--- config.mk ---
export PLATFORM = sky130hd
export DESIGN_NAME = pwm_dither_ctrl
export DESIGN_NICKNAME = d
export VERILOG_FILES = /design/src/rtl/pwm_dither_pkg.sv /design/src/rtl/pwm_dither_seq.sv /design/src/rtl/pwm_dither_lane.sv /design/src/rtl/pwm_dither_ctrl.sv
export SDC_FILE = /design/constraint.sdc
export NUM_CORES = 1
export LEC_CHECK = 0
export ABC_AREA = 0
export BUFFER_PORTS_ARGS = -buffer_cell sky130_fd_sc_hd__buf_4
export CORE_MARGIN = 2
export CORE_UTILIZATION = 62
export DETAILED_ROUTE_END_ITERATION = 16
export HOLD_SLACK_MARGIN = 0.1
export PLACE_DENSITY = 0.84
export SLEW_MARGIN = 10
export SYNTH_ARGS = -nofsm -noshare
export SYNTH_HDL_FRONTEND = slang
export SYNTH_SLANG_ARGS = --single-unit
--- constraint.sdc ---
create_clock -name clk -period 11.15 [get_ports clk]
set_input_delay 2.23 -clock clk [delete_from_list [all_inputs] [get_ports clk]]
set_output_delay 2.23 -clock clk [all_outputs]
set_load 0.005 [all_outputs]
--- src/rtl/pwm_dither_pkg.sv ---
package pwm_dither_pkg;

  localparam int MAX_DBITS = 6;
  localparam int IDX_W     = MAX_DBITS;

  typedef enum logic [1:0] {
    DM_OFF = 2'd0,
    DM_G16 = 2'd1,
    DM_G32 = 2'd2,
    DM_G64 = 2'd3
  } dmode_e;

  // number of fractional bits for a mode
  function automatic logic [2:0] dbits(input logic [1:0] m);
    case (m)
      DM_G16:  dbits = 3'd4;
      DM_G32:  dbits = 3'd5;
      DM_G64:  dbits = 3'd6;
      default: dbits = 3'd0;
    endcase
  endfunction

  // mask of the fractional bits for a mode
  function automatic logic [MAX_DBITS-1:0] dmask(input logic [1:0] m);
    logic [MAX_DBITS:0] one_sh;
    one_sh = (MAX_DBITS+1)'(1) << dbits(m);
    dmask  = MAX_DBITS'(one_sh - (MAX_DBITS+1)'(1));
  endfunction

endpackage

--- src/rtl/pwm_dither_seq.sv ---
module pwm_dither_seq
  import pwm_dither_pkg::*;
(
  input  logic             clk,
  input  logic             rst,
  input  logic             step,
  input  logic [1:0]       mode,
  output logic [IDX_W-1:0] cur_idx,
  output logic             restart,
  output logic [IDX_W-1:0] idx_q,
  output logic [1:0]       mode_q
);

  logic             mode_chg;
  logic [IDX_W-1:0] idx_nxt;

  always_comb begin
    mode_chg = (mode != mode_q);
    cur_idx  = mode_chg ? '0 : idx_q;
    restart  = (cur_idx == '0);
    idx_nxt  = (cur_idx + IDX_W'(1)) & dmask(mode);
  end

  always_ff @(posedge clk) begin
    if (rst) begin
      idx_q  <= '0;
      mode_q <= DM_OFF;
    end else if (step) begin
      idx_q  <= idx_nxt;
      mode_q <= mode;
    end
  end

endmodule

--- src/rtl/pwm_dither_lane.sv ---
module pwm_dither_lane
  import pwm_dither_pkg::*;
#(
  parameter int VAL_W  = 16,
  parameter int FRAC_W = MAX_DBITS
) (
  input  logic             clk,
  input  logic             rst,
  input  logic             step,
  input  logic             restart,
  input  logic [1:0]       mode,
  input  logic [VAL_W-1:0] value,
  output logic [VAL_W-1:0] eff
);

  logic [2:0]        nb;
  logic [FRAC_W-1:0] fmask;
  logic [FRAC_W-1:0] frac;
  logic [FRAC_W-1:0] acc_q;
  logic [FRAC_W-1:0] acc_base;
  logic [FRAC_W:0]   sum;
  logic              carry;
  logic [VAL_W-1:0]  ipart;
  logic [VAL_W-1:0]  eff_nxt;

  always_comb begin
    nb       = dbits(mode);
    fmask    = FRAC_W'(dmask(mode));
    frac     = value[FRAC_W-1:0] & fmask;
    acc_base = restart ? '0 : acc_q;
    sum      = {1'b0, acc_base} + {1'b0, frac};
    // both operands < 2^N, so the sum shifted by N is 0 or 1
    carry    = |(sum >> nb);
    ipart    = value >> nb;
    eff_nxt  = ipart + VAL_W'(carry);
  end

  always_ff @(posedge clk) begin
    if (rst) begin
      acc_q <= '0;
      eff   <= '0;
    end else if (step) begin
      acc_q <= sum[FRAC_W-1:0] & fmask;
      eff   <= eff_nxt;
    end
  end

endmodule

--- src/rtl/pwm_dither_ctrl.sv ---
module pwm_dither_ctrl
  import pwm_dither_pkg::*;
#(
  parameter int VAL_W = 16
) (
  input  logic             clk,
  input  logic             rst,
  input  logic             frame_start,
  input  logic [1:0]       mode,
  input  logic [VAL_W-1:0] period_in,
  input  logic [VAL_W-1:0] compare_in,
  output logic [VAL_W-1:0] eff_period,
  output logic [VAL_W-1:0] eff_compare
);

  localparam int LANES = 2;

  logic [IDX_W-1:0] cur_idx;
  logic [IDX_W-1:0] frame_idx;
  logic [1:0]       mode_q;
  logic             grp_start;

  logic [VAL_W-1:0] lane_in  [LANES];
  logic [VAL_W-1:0] lane_out [LANES];

  pwm_dither_seq u_seq (
    .clk     (clk),
    .rst     (rst),
    .step    (frame_start),
    .mode    (mode),
    .cur_idx (cur_idx),
    .restart (grp_start),
    .idx_q   (frame_idx),
    .mode_q  (mode_q)
  );

  assign lane_in[0] = period_in;
  assign lane_in[1] = compare_in;

  for (genvar g = 0; g < LANES; g++) begin : g_lane
    pwm_dither_lane #(
      .VAL_W  (VAL_W),
      .FRAC_W (MAX_DBITS)
    ) u_lane (
      .clk     (clk),
      .rst     (rst),
      .step    (frame_start),
      .restart (grp_start),
      .mode    (mode),
      .value   (lane_in[g]),
      .eff     (lane_out[g])
    );
  end

  assign eff_period  = lane_out[0];
  assign eff_compare = lane_out[1];

endmodule

==> metrics.md <==
| Metric | Value |
|---|---|
| Net Sw Frac | a little under a third |
| Filler instances | approximately 500 |
| Max-slew headroom | 31.91% |
| Power Total | 0.0004350 W |
| Area contributors post-synth | dfxtp_1 26%, ha_1 7.5%, mux4_1 5.3% |
| Via Count | around 3800 |
| Min cycle time layout | 6.751 ns |
| Final hold violations | 0 |
| Post-CTS setup buffers | 0 |
| CP peak stage delay | roughly 0.45 ns |
| Area growth, synth to finish | 13.83% |
| Clock Path Buffers | 2 |
| Hold Path Class | register to register |
| CTS Sinks | 52 |
| Vias in the first global route | about 3600 |
| Port bufs | 68 |
| Synthesis-stage register bit count | 52 |
| Seq/Total Area, Yosys | between 20% and 30% |
| Clock power frac | between 20 and 30% |
| Core ar. | about 6300 um2 |
| Number of synthesized flops with an enable pin | 0 |
| Ratio of cells with drive above 1 in the final layout | between 10% and 20% |
| I/O pin count | a little under 70 |
| CP delay by family, top | simple AND/OR/NAND/NOR gates |
| Worst vdd ir | between 0.07 and 0.08 mV |
| Initial core utilization | between 60% and 70% |
| Global-route wire length before repair | between 15 and 20 mm |
| Rows | 29 |
| Total CTS buffers | 5 |
| Die Area | around 7000 um2 |
| Post-placement setup slack | 4.125 ns |
| CP Data Required Time | 11.36 ns |
| Die Y-Extent | about 84 um |
| HPWL after detailed placement | 7.289 mm |
| Flop2flop setup slack | ~6.4 ns |
| Cells after synthesis | 466 |
| Max Clock Freq | between 0.1 and 0.15 GHz |
| Final setup vio count | 0 |
| Yosys top cell by area | dfxtp_1 |
| Clock root buffer | clkbuf_8 |
| Synth cell types | 62 |
| Area share of the largest cell type after synthesis | roughly a quarter |
| H-tree depth | 2 |
| Most frequent cells after synthesis | 52 x dfxtp_1, 49 x nand2_1, 37 x nand3_1 |
| Synth Warn # | 0 |
| Internal power | between 0.0003 and 0.0004 W |
| Total grt overflow | 0 |
| Setup TNS | 0 ns |
| Avg Inst Size Synth | between 8 and 9 um2 |
| First-pass detailed-route iteration total | 5 |
| Placed insts | 581 |
| Antenna violations before repair | 0 |
| Setup crit start kind | input pin |
| Logic pwr share | a little over a quarter |
| Layout Cells excl Fill | just under 600 |
| CP Capture Type | register |
| Routed WL per cell | approximately 17 um |
| Hold-fix buffers at CTS | 0 |
| Least-Margin Pin Slew | approximately 1.0 ns |
| Sw power | about 0.00013 W |
| PostCTS Resize Cnt | 0 |
| Max-slew violation count | 0 |
| Synth Flop Type | dfxtp_1 |
| CP Class | input pin to register |
| First DRT Iteration DRCs | ~280 |
| Clock Skew | around 0.0079 ns |
| Setup ws final | 4.399 ns |
| Largest net degree at the start of global routing | between 40 and 50 |
| Syn nets | about 530 |
| Die width | between 80 and 90 um |
| Crit-path cells | buf_4, xnor2_1, and2_1, nand2_1, ha_1, nand2_1, and2_1, ha_1, inv_1, fa_1, nand3b_1, nand2_1, xor2_1, a21oi_1, o221ai_1, ha_1, nor2b_1, o2bb2ai_2, nand4_1, o311a_1, a221o_1 |
| Post-synth ARST share | 0% |
| Final period util | between 60% and 70% |
| Clk_lat worst skew | 0.32 ns |
| Worst-path clk slew | 0.10 ns |
| Via density | about 6.5 |
| Worst Path Max Fanout | 44 |
| Buf/Inv on CP | 2 |
| Slowest-stage cell, CP | o311a_1 |
| Leak Pwr | around 2.0 nW |
| Sequential power share | 46.4% |
| # Max-Cap Violations | 0 |
| Gpl congestion | 0.8747 |
| Mapped Area | about 4000 um2 |
| DRC viols | 0 |
| Most frequent cell after synthesis | dfxtp_1 |
| CTS tree | done |
| Final nets | between 500 and 600 |
| RSZ-0062 raised after global routing | no |
| ANT nets after route | 0 |
| Antenna diodes | 0 |
| CP arrival | 6.97 ns |
| Pwr/cell area | between 90 and 100 nW/um2 |
| Status | finished clean |
| Detailed-route wire length | a little over 10 mm |
| GRT Total Usage | between 20% and 30% |
-- cell type report --
type	instances	area (um2)	area share [%]
tap	77	96.34	2.121
sequential	52	1041	22.92
clock inverter	1	7.507	0.1653
inverter	10	37.54	0.8264
timing repair buffer	69	518.0	11.40
clock buffer	7	86.33	1.901
multi-input combinational	373	2755	60.66
-- cells in the final DEF (no fill, tap or decap), drive strengths merged, types with 3 or more instances in the layout --
cell type	instances
and2	23
xor2	7
or4	5
o21ai	11
or3	4
dfxtp	52
o2bb2ai	3
and3	12
a31oi	5
nor4	3
a21oi	35
a21o	9
nand4	13
nor4b	3
a31o	3
clkbuf	7
mux2i	16
inv	10
nor3	5
nand2	50
nor2b	5
nand3	37
mux2	3
or2	3
ha	24
o211ai	3
buf	69
mux4	17
nor2	31
xnor2	9
-- path summary, 6_finish.rpt --
path | startpoint | to | cells after the start
max | mode[1] | g_lane[0].u_lane.eff[11] | 21
min | g_lane[1].u_lane.acc_q[0] | g_lane[1].u_lane.acc_q[0] | 2
max reg2reg | u_seq.mode_q[0] | g_lane[0].u_lane.eff[11] | 20
min reg2reg | g_lane[1].u_lane.acc_q[0] | g_lane[1].u_lane.acc_q[0] | 2
-- power by group through the flow --
stage,Sequential (W),Clock [W],Combinational (W)
3_3_place_gp,0.000206,0,0.000113
5_1_grt,0.000203,0.000124,0.000128
6_report,0.000202,0.000117,0.000117
2_1_floorplan,0.000206,0,0.0000747
4_1_cts,0.000202,0.000118,0.000116
3_5_place_dp,0.000206,0,0.000115
-- kinds of logic (layout without fill, tap and decap cells) --
| logic type | Yosys count | after routing | share of synthesized area [%] |
|---|---|---|---|
| XOR/XNOR | 16 | 16 | 3.512 |
| flip-flops | 52 | 52 | 26.09 |
| adder cells (fa/ha/maj) | 26 | 26 | 8.529 |
| multiplexers | 36 | 36 | 15.21 |
| AO/OA/AOI/OAI | 94 | 94 | 15.87 |
| buffers and inverters | 41 | 87 | 4.860 |
| AND/OR/NAND/NOR | 201 | 201 | 25.93 |
-- per-layer routing --
| metal | GRT usage [%] | vias to the layer above | wire (um) |
|---|---|---|---|
| li1 | - | 1818 | - |
| met1 | 38.14 | 1799 | 4327 |
| met2 | 47.84 | 162 | 5024 |
| met3 | 5.015 | 22 | 661 |
| met4 | 9.384 | 0 | 205 |
| met5 | 0 | - | 0 |
-- metrics by stage --
stage / hold slack [ns] / cell area, um2 / util [%]
2_1_floorplan: 0.4365 / 3990 / -
4_1_cts: 0.4706 / 4542 / 72.35
3_3_place_gp: 0.4418 / 4448 / 70.86
5_1_grt: 0.4848 / 4542 / 72.35
3_5_place_dp: 0.4525 / 4448 / 70.86
6_report: 0.4663 / 4542 / 72.35
-- worst register-to-register path: stages, from the launching register on --
cell and delay (ns):
dfxtp_1 0.34, xnor2_1 0.19, and2_1 0.27, nand2_1 0.13, ha_1 0.22, nand2_1 0.29, and2_1 0.19, ha_1 0.16
inv_1 0.05, fa_1 0.39, nand3b_1 0.17, nand2_1 0.10, xor2_1 0.22, a21oi_1 0.07, o221ai_1 0.17, ha_1 0.22
nor2b_1 0.19, o2bb2ai_2 0.19, nand4_1 0.37, o311a_1 0.45, a221o_1 0.25
-- flip-flops by register name (all words and copies together) (netlist names) --
name                 count
g_lane.u_lane.acc_q     12
g_lane.u_lane.eff       32
u_seq.idx_q              6
u_seq.mode_q             2
Note: power is estimated with default switching activity, not from simulation.
